**config.mk**
```make
export PLATFORM = sky130hd
export DESIGN_NAME = reset_jump_injector
export DESIGN_NICKNAME = d
export VERILOG_FILES = /design/src/rtl/rji_pkg.sv /design/src/rtl/rji_strobe_edge.sv /design/src/rtl/rji_sequencer.sv /design/src/rtl/rji_byte_gen.sv /design/src/rtl/reset_jump_injector.sv
export SDC_FILE = /design/constraint.sdc
export NUM_CORES = 1
export LEC_CHECK = 0
export ABC_AREA = 0
export BUFFER_PORTS_ARGS = -buffer_cell sky130_fd_sc_hd__buf_4
export CORE_AREA = 10 10 47 49
export CTS_CLUSTER_DIAMETER = 40
export CTS_CLUSTER_SIZE = 40
export DETAILED_ROUTE_END_ITERATION = 10
export DIE_AREA = 0 0 57 59
export MAX_ROUTING_LAYER = met4
export PLACE_DENSITY = 0.78
export SETUP_SLACK_MARGIN = 0.02
export SYNTH_ARGS = -nofsm -noshare
export SYNTH_HDL_FRONTEND = slang
export SYNTH_SLANG_ARGS = --single-unit
```
**constraint.sdc**
```tcl
create_clock -name clk -period 1.6 [get_ports clk]
set_clock_uncertainty 0.15 [all_clocks]
set_input_delay 0.16 -clock clk [delete_from_list [all_inputs] [get_ports clk]]
set_output_delay 0.16 -clock clk [all_outputs]
set_load 0.005 [all_outputs]
```
**src/rtl/rji_pkg.sv**
```systemverilog
package rji_pkg;
  localparam logic [7:0] JUMP_OPCODE = 8'hC3;

  typedef enum logic [1:0] {
    PH_OPCODE = 2'd0,
    PH_LOW    = 2'd1,
    PH_HIGH   = 2'd2,
    PH_DONE   = 2'd3
  } phase_t;
endpackage

```
**src/rtl/rji_strobe_edge.sv**
```systemverilog
module rji_strobe_edge (
  input  logic clk,
  input  logic rst,
  input  logic rd_strobe,
  output logic rd_trail
);
  logic rd_q;

  always_ff @(posedge clk) begin
    if (rst) rd_q <= 1'b0;
    else     rd_q <= rd_strobe;
  end

  assign rd_trail = rd_q & ~rd_strobe;
endmodule

```
**src/rtl/rji_sequencer.sv**
```systemverilog
module rji_sequencer
  import rji_pkg::*;
#(
  parameter int SEL_W = 4
) (
  input  logic             clk,
  input  logic             rst,
  input  logic             jump_en,
  input  logic [SEL_W-1:0] target_sel,
  input  logic             rd_trail,
  output phase_t           phase,
  output logic             inject,
  output logic [SEL_W-1:0] sel_q
);
  logic en_q;

  always_ff @(posedge clk) begin
    if (rst) begin
      phase <= PH_OPCODE;
      en_q  <= jump_en;
      sel_q <= target_sel;
    end else if (rd_trail && en_q && phase != PH_DONE) begin
      phase <= phase_t'(phase + 2'd1);
    end
  end

  assign inject = en_q && (phase != PH_DONE);

  // phase changes only at a strobe's trailing edge
  assert_phase_hold_R7: assert property (@(posedge clk) disable iff (rst)
    !rd_trail |=> $stable(phase));

  // once done, the sequence never restarts without reset
  assert_no_rearm_R5: assert property (@(posedge clk) disable iff (rst)
    (phase == PH_DONE) |=> (phase == PH_DONE));

  // reset always returns the sequence to the opcode byte
  assert_restart_R8: assert property (@(posedge clk)
    rst |=> (phase == PH_OPCODE));

  // captured selector holds outside reset
  assert_sel_frozen_R9: assert property (@(posedge clk) disable iff (rst)
    !rst |=> $stable(sel_q));
endmodule

```
**src/rtl/rji_byte_gen.sv**
```systemverilog
module rji_byte_gen
  import rji_pkg::*;
#(
  parameter int SEL_W  = 4,
  parameter int ADDR_W = 16
) (
  input  phase_t           phase,
  input  logic [SEL_W-1:0] sel_q,
  output logic [7:0]       jump_byte
);
  localparam int ZERO_W = ADDR_W - SEL_W;

  logic [ADDR_W-1:0] target;
  assign target = {sel_q, {ZERO_W{1'b0}}};

  always_comb begin
    case (phase)
      PH_OPCODE: jump_byte = JUMP_OPCODE;
      PH_LOW:    jump_byte = target[7:0];
      PH_HIGH:   jump_byte = target[ADDR_W-1 -: 8];
      default:   jump_byte = 8'h00;
    endcase
  end
endmodule

```
**src/rtl/reset_jump_injector.sv**
```systemverilog
module reset_jump_injector
  import rji_pkg::*;
#(
  parameter int SEL_W  = 4,
  parameter int ADDR_W = 16
) (
  input  logic             clk,
  input  logic             rst,
  input  logic             jump_en,
  input  logic [SEL_W-1:0] target_sel,
  input  logic             rd_strobe,
  output logic [7:0]       ovr_data,
  output logic             ovr_drive
);
  logic             rd_trail;
  phase_t           phase;
  logic             inject;
  logic [SEL_W-1:0] sel_q;
  logic [7:0]       jump_byte;

  rji_strobe_edge u_edge (
    .clk       (clk),
    .rst       (rst),
    .rd_strobe (rd_strobe),
    .rd_trail  (rd_trail)
  );

  rji_sequencer #(.SEL_W(SEL_W)) u_seq (
    .clk        (clk),
    .rst        (rst),
    .jump_en    (jump_en),
    .target_sel (target_sel),
    .rd_trail   (rd_trail),
    .phase      (phase),
    .inject     (inject),
    .sel_q      (sel_q)
  );

  rji_byte_gen #(.SEL_W(SEL_W), .ADDR_W(ADDR_W)) u_bytes (
    .phase     (phase),
    .sel_q     (sel_q),
    .jump_byte (jump_byte)
  );

  always_ff @(posedge clk) begin
    if (rst || !(inject && rd_strobe)) begin
      ovr_drive <= 1'b0;
      ovr_data  <= 8'h00;
    end else begin
      ovr_drive <= 1'b1;
      ovr_data  <= jump_byte;
    end
  end

  // override only follows a sampled read strobe
  assert_drive_follows_read_R10: assert property (@(posedge clk) disable iff (rst)
    ovr_drive |-> $past(rd_strobe));

  // no override once the sequencer is idle
  assert_quiet_idle_R5: assert property (@(posedge clk) disable iff (rst)
    !inject |=> !ovr_drive);

  // data bus output is zero whenever not overriding
  assert_zero_when_idle_R1: assert property (@(posedge clk) disable iff (rst)
    !ovr_drive |-> (ovr_data == 8'h00));
endmodule

```
---- Yosys cells after proc, flatten, opt, wreduce, memory -nomap -nowiden ----
Index checks and enable logic that the tools add are counted.
cells by class
  reduce and logical (&&, ||, !) cells .... 7
  add/subtract/negate cells ............... 1
  mux-type cells .......................... 2
  bitwise logic cells ..................... 2
  equal/unequal tests ..................... 2
operators by type and width
  kind                                         number
  case mux 8 bit (2 select lines)              1
  logical AND 1 bit                            4
  adder 2 x 1 -> 2 bit, second input constant  1
  equality test 2 bit, second input constant   1
  logical NOT 2 bit                            1
  != test 2 bit, second input constant         1
  bitwise AND 1 bit                            1
  logical NOT 1 bit                            1
  logical OR 1 bit                             1
  two-way mux 1 bit                            1
  inverter 1 bit                               1
storage, ports and cells
  output and inout bits ................... 9
  bits of input ports ..................... 8
  bits in registers ....................... 17
  word-level logic and storage cells ...... 20

---- Depth between registers and ports, before layout ----
Gate-level depths: netlist of the first run.
  depth after elaboration ................. 6
  depth in mapped cells ................... 4
  depth with buffers taken out ............ 4

---- Cells and area by module ----
From an unflattened synthesis of the first run, not the netlist that was laid out.
unflattened totals
  cells, all modules ...................... 48
  area, all modules ....................... 638.1 um^2
modules (own cells, without submodules)
  module               area an instance (um^2)  cells each  times used  sequential area each (um^2)
  reset_jump_injector  269.0                    18          1           180.2
  rji_sequencer        269.0                    16          1           190.2
  rji_byte_gen         65.1                     11          1           0.0
  rji_strobe_edge      35.0                     3           1           20.0

---- Worst setup path before layout of the first run ----
No wires, ideal clock.
  path kind ............................... register -> register
  start point ............................. reg u_seq.phase[1]
  end point ............................... reg u_seq.phase[0]
  slack ................................... 186 ps
  clock period less this slack ............ 1414 ps
  buffers on the path ..................... 0
  stages on the path, launching flop included .. 4
  arrival ................................. 1143 ps
  cell sequence ........................... dfxtp_1 ha_1 and4bb_1 mux2_4
between the ends
  word-level cells in the longest chain between the ends .. 2
RTL lines
  item                    RTL line             RTL
  start, declared         rji_sequencer.sv:11  output phase_t phase,
  start signal, assigned  rji_sequencer.sv:23  phase <= phase_t'(phase + 2'd1);
  != test 2 bit           rji_sequencer.sv:22  end else if (rd_trail && en_q && phase != PH_DONE) begin
  logical AND 1 bit       rji_sequencer.sv:22
No other way between the ends.
A chain may end at the register's enable or synchronous reset.

---- Final worst setup path of the first run ----
  start point ............................. reg u_seq.phase[0]
  end point ............................... reg u_seq.phase[0]
between the ends
  word-level cells in the longest chain between the ends .. 2
  elaborated cells on any way between the ends .. 3
  those cells by class .................... 1 x add/sub; 1 x eq/ne; 1 x reduce/logical
RTL lines
  item
  parallel branches: the longest is 2 deep, another holds adder 2 x 1 -> 2 bit
Several ways; the timed one is not identified.

==> key figures, run 1 <==
Clock network
  – Total CTS buffers: 3
  – Hold buffers post-CTS: 6
  – TritonCTS clock tree: built
  – Worst-path clk slew: 0.08 ns
  – Worst-Skew Late Latency: 0.27 ns
  – Max clock buf depth: 2
  – Postcts setup bufs: 0
  – CTS root buffer: clkbuf_4
  – Clk sinks: 14
  – Post-CTS sizing: 0
  – H-tree depth: 1

Place
  – Placed wire-length estimate: 667 um
  – Gpl congestion: 0.694
  – # port buffers: 14

Final layout
  – Area delta synth->final: 36.5%
  – Post-layout util: 54.1%
  – Layout cells sized above 1: 37.1%
  – Total Nets Final: 75
  – Diodes inserted: 0
  – Fillers: 123

Synthesis
  – Sequential element share of the synthesized area: 59.5%
  – Syn_area_per_cell: 13.9 um2
  – Dominant synthesized flop cell: dfxtp_1
  – Top-count cell post-synth: dfxtp_1
  – Cell Area, Synth: 556 um2
  – Distinct cell type count after synthesis: 18
  – Number of synthesized flops with an enable pin: 5
  – Post-synth top cells: 9 x dfxtp_1, 5 x edfxtp_1, 4 x ha_1, 3 x buf_4
  – Async set-reset flop share out of synthesis: 0%
  – Area share of the largest cell type after synthesis: 32.4%
  – Cell type with the highest aggregate area in the netlist: dfxtp_1
  – Area contributors post-synth: dfxtp_1 32%, edfxtp_1 27%, ha_1 9.0%
  – Synth Warn #: 0
  – Yosys reg bits: 14
  – Post-Synthesis Cells: 40

Worst setup path
  – Slowest stage cell, crit path: dfxtp_1
  – Kind of critical path: flop to flop
  – Reg2reg path depth: 3
  – Worst path max stage delay: 0.34 ns
  – CP arrival: 1.51 ns
  – WP buf/inv: 0
  – Crit path cell chain: ha_1 > and4bb_1 > mux2_4
  – CP Launch Type: flop
  – Worst Path Max Fanout: 4
  – Crit end category: flop
  – Data required time of the critical path: 1.62 ns
  – Worst R2R Setup Slack: 0.11 ns
  – Reg2reg end: u_seq.phase[0]
  – Crit-path leading delay family: flip-flops
  – Worst r2r src: u_seq.phase[0]

Route
  – Vias per cell: 4.38
  – Routed Antenna Nets: 0
  – Vias after detailed routing: 342
  – Drt total wl: 889 um
  – Starting DRT DRC Count: 0
  – DRC: 0
  – Drt first pass iters: 1
  – Mean routed wirelength per cell: 11.4 um

Power and ir drop
  – Leakage: 0.345 nW
  – Maximum VDD drop: 481 uV
  – Cell Pwr Density: 920 nW/um2

Floorplanning
  – DIE AREA: 3360 um2
  – Initial Util: 39.6%
  – FP Rows: 14
  – Core ar.: 1400 um2
  – Io pins: 17
  – Chip height: 59 um
  – Die extent in x: 57 um

Hold path
  – Worst Hold Path Cells: 2
  – Min-delay worst type: input pin to flop
  – Hold Crit Start: rst
  – Hold EP: ovr_drive

Global route
  – GRT Total Usage: 6.75%
  – First-pass GRT wire length: 1640 um
  – Largest net degree at the start of global routing: 12
  – Gr ovfl total: 0
  – Vias in the first global route: 362
  – Antenna violations before repair: 0

Run status
  – Status: completed

STA
  – Fin. Hold Viols: 0
  – Setup TNS: 0 ns
  – FMAX: 671 MHz
  – Setup violations, final: 0
  – Period utilization: 93.1%
  – Slew Limit Fails: 0
  – Final critical-path required period: 1.49 ns
  – RSZ-0062 raised after global routing: no

Flow run
  – Max_cap viols: 0
==> cell families after synthesis <==
group	synth area share, %
AND/OR/NAND/NOR	19.1
flip-flops	59.5
multiplexers	4.50
adder cells (fa/ha/maj)	9.01
buffers and inverters	5.41
other	0.675
AO/OA/AOI/OAI	1.80
==> cell type report <==
class	instances	area (um2)	share of cell area [%]
flip-flops and latches	14	330	43.6
inverters	2	7.51	0.990
clock buffers	4	36.3	4.79
repair buffers	20	165	21.8
multi-input cells	22	199	26.2
well taps	16	20.0	2.64
==> per-stage QoR <==
step	power, mW	area [um2]	hold WS, ns	std cells	setup slack, ns
2_1_floorplan	0.425	559	0.0966	41	0.186
3_3_place_gp	0.449	662	0.189	68	0.168
3_5_place_dp	0.450	662	0.189	68	0.107
4_1_cts	0.712	758	0.00856	78	0.0953
5_1_grt	0.751	758	0.00549	78	0.0347
6_report	0.697	758	0.0177	78	0.110
==> worst max path at each step <==
stage               slack (ns)           start             end  cells past startpoint
global placement          0.17  u_seq.phase[0]  u_seq.phase[0]                      3
floorplan                 0.19  u_seq.phase[1]  u_seq.phase[0]                      3
detailed placement        0.11  u_seq.phase[1]  u_seq.phase[0]                      3
finish                    0.11  u_seq.phase[0]  u_seq.phase[0]                      3
global route              0.03  u_seq.phase[0]  u_seq.phase[0]                      3
CTS                        0.1  u_seq.phase[0]  u_seq.phase[0]                      3
==> power breakdown <==
part	switching [mW]	leakage, nW	internal [mW]	total [mW]
clock network	0.107	0.0210	0.138	0.245
logic	0.0197	0.201	0.0405	0.0603
registers	0.00552	0.122	0.387	0.392
total	0.132	0.345	0.565	0.697
==> state kept, by name, summed over array words and instances (netlist names) <==
name	cells
ovr_data	5
u_seq.sel_q	4
u_seq.phase	2
ovr_drive	1
u_edge.rd_q	1
u_seq.en_q	1
==> metal layers <==
metal	up-vias	part of all wire [%]	GRT usage, %
li1	172	-	-
met3	4	18	6.87
met4	0	2.4	5.03
met5	-	0	-
met2	21	44	9.15
met1	145	36	5.41
==> cell usage in the layout, fill, tap and decap left out <==
cell type      count
buf_4             14
dfxtp_1            9
dlygate4sd3_1      6
edfxtp_1           5
ha_1               4
clkbuf_4           3
inv_1              2
nand2b_2           2
and3_1             2
a21oi_1            2
nor2b_1            2
conb_1             2
nor4bb_4           1
and4bb_1           1
mux2i_1            1
and2_1             1
and2b_1            1
nor2_1             1
mux2_4             1
and2b_2            1
clkbuf_8           1
No activity file was read; power rests on OpenSTA's default activity.
==> inputs of run 2 (changes only) <==
==> constraint.sdc (replaced) <==
create_clock -name clk -period 1.6 [get_ports clk]
set_clock_uncertainty 0.15 [all_clocks]
set_input_delay 0.24 -clock clk [delete_from_list [all_inputs] [get_ports clk]]
set_output_delay 0.24 -clock clk [all_outputs]
set_load 0.005 [all_outputs]
==> key figures, run 2 (synthesis results as in run 1) <==
Worst setup path
  – CP arrival: 1.51 ns (about the same)
  – Data required time of the critical path: 1.62 ns (about the same)
  – CP Launch Point: u_seq.phase[0]
  – CP Launch Type: flop
  – Worst Path Max Fanout: 4 (unchanged)
  – Worst r2r src: u_seq.phase[0]
  – Crit end category: flop
  – Reg2reg path depth: 3 (unchanged)
  – Kind of critical path: flop to flop

Global route
  – GRT Total Usage: 6.62% (-0.14 points)
  – Largest net degree at the start of global routing: 12 (unchanged)
  – First-pass GRT wire length: 1590 um (-2.6%)
  – Gr ovfl total: 0 (unchanged)
  – Vias in the first global route: 356 (-1.7%)
  – Antenna violations before repair: 0 (unchanged)

Place
  – Setup Slack @ Placement: 0.107 ns (unchanged)
  – Gpl congestion: 0.694 (unchanged)
  – # port buffers: 14 (unchanged)
  – Placed Cells incl. Taps: 68 (unchanged)
  – Placed wire-length estimate: 667 um (unchanged)

STA
  – Slew Limit Fails: 0 (unchanged)
  – RSZ-0062 raised after global routing: no
  – Period utilization: 93.1% (unchanged)
  – Final worst-path setup slack: 0.110 ns (unchanged)
  – FMAX: 671 MHz (unchanged)
  – Fin. Hold Viols: 0 (unchanged)
  – Final critical-path required period: 1.49 ns (unchanged)
  – Setup TNS: 0 ns (unchanged)
  – Setup violations, final: 0 (unchanged)

Clock network
  – Max clock buf depth: 2 (unchanged)
  – H-tree depth: 1 (unchanged)
  – Postcts setup bufs: 0 (unchanged)
  – TritonCTS clock tree: built
  – Total CTS buffers: 3 (unchanged)
  – Worst-path clk slew: 0.08 ns (about the same)
  – Worst-Skew Late Latency: 0.27 ns (about the same)
  – CTS root buffer: clkbuf_4
  – Clk sinks: 14 (unchanged)
  – Post-CTS sizing: 0 (unchanged)

Run status
  – Status: completed

Route
  – Vias after detailed routing: 337 (-1.5%)
  – Drt total wl: 883 um (-0.67%)
  – DRC: 0 (unchanged)
  – Routed Antenna Nets: 0 (unchanged)
  – Starting DRT DRC Count: 0 (unchanged)
  – Vias per cell: 4.38 (-0.18%)
  – Mean routed wirelength per cell: 11.5 um (+0.62%)
  – Drt first pass iters: 1 (unchanged)

Floorplanning
  – Core ar.: 1400 um2 (unchanged)
  – Chip height: 59 um (unchanged)
  – Die extent in x: 57 um (unchanged)
  – Initial Util: 39.6% (unchanged)
  – DIE AREA: 3360 um2 (unchanged)
  – Io pins: 17 (unchanged)
  – FP Rows: 14 (unchanged)

Power and ir drop
  – Leakage: 0.341 nW (-1.2%)
  – Total power: 695 uW (-0.34%)
  – Cell Pwr Density: 929 nW/um2 (+0.99%)
  – Maximum VDD drop: 481 uV (about the same)

Hold path
  – Hold Crit Start: rd_strobe
  – Min-delay worst type: input pin to flop
  – Worst Hold Path Cells: 2 (unchanged)

Flow run
  – Max_cap viols: 0 (unchanged)

Final layout
  – Biggest regs: ovr_data: 5 flops, u_seq.sel_q: 4 flops, u_seq.phase: 2 flops
  – Reg with most FFs: ovr_data
  – Area delta synth->final: 34.7%
  – Most frequent cells in the layout: 14 x buf_4, 9 x dfxtp_1, 5 x dlygate4sd3_1, 5 x edfxtp_1, 4 x ha_1
  – Largest register FFs: 5 (unchanged)
  – Most common cell after layout, fill and taps aside: buf_4
  – Total Nets Final: 74 (-1.3%)
  – Diodes inserted: 0 (unchanged)
  – Layout cells sized above 1: 37.7% (+0.61 points)
  – Fillers: 127 (+3.3%)
  – Fin cells: 77 (-1.3%)
## run 2: changes by cell type in the layout (fill, tap and decap cells not counted)
cell	before	now
dlygate4sd3_1	6	5
## run 2: path summary, 6_finish.rpt
path,to,slack (ns)
worst max-delay path,u_seq.phase[0],0.11
worst min-delay path,u_edge.rd_q,0.06
worst max register to register,u_seq.phase[0],0.11
worst min register to register,ovr_data[4],0.33
## run 2: cell type report
| type | instances | area (um2) | share of cell area [%] |
|---|---|---|---|
| flip-flops and latches | 14 | 330 | 44.1 |
| multi-input cells | 22 | 199 | 26.6 |
| repair buffers | 19 | 155 | 20.7 |
| clock buffers | 4 | 36.3 | 4.85 |
| well taps | 16 | 20.0 | 2.68 |
| inverters | 2 | 7.51 | 1.00 |
## run 2: through the flow
| stage | utilization [%] | area, um2 | hold WS (ns) |
|---|---|---|---|
| after floorplan | - | 559 | 0.177 |
| after global placement | 47.2 | 662 | 0.269 |
| after detailed placement | 47.2 | 662 | 0.269 |
| after CTS | 53.4 | 748 | 0.0474 |
| after global routing | 53.4 | 748 | 0.0374 |
| final | 53.4 | 748 | 0.0567 |
## run 2: worst max-delay path, stage by stage, from the launching register on
cell and delay [ns]:
dfxtp_1 0.34, ha_1 0.25, and4bb_1 0.33, mux2_4 0.31
## run 2: repair_timing
action	CTS	global route
endpoints found under the hold margin	5	0
setup endpoints to repair	0	0
hold buffers	5	0
## run 2: power breakdown
group          total [mW]  leakage, nW  internal [mW]  switching (mW)
logic              0.0583        0.197         0.0389          0.0194
registers           0.392        0.122          0.387         0.00552
clock network       0.245       0.0210          0.138           0.106
## run 2: per-layer routing
metal  up-vias  part of all wire [%]  wire, um  track usage [%]
li1        170                     -         -                -
met1       142                    36       319             5.41
met2        21                    43       381             8.68
met3         4                    18       160             6.87
met4         0                   2.4        21             5.03
met5         -                     0         0                -
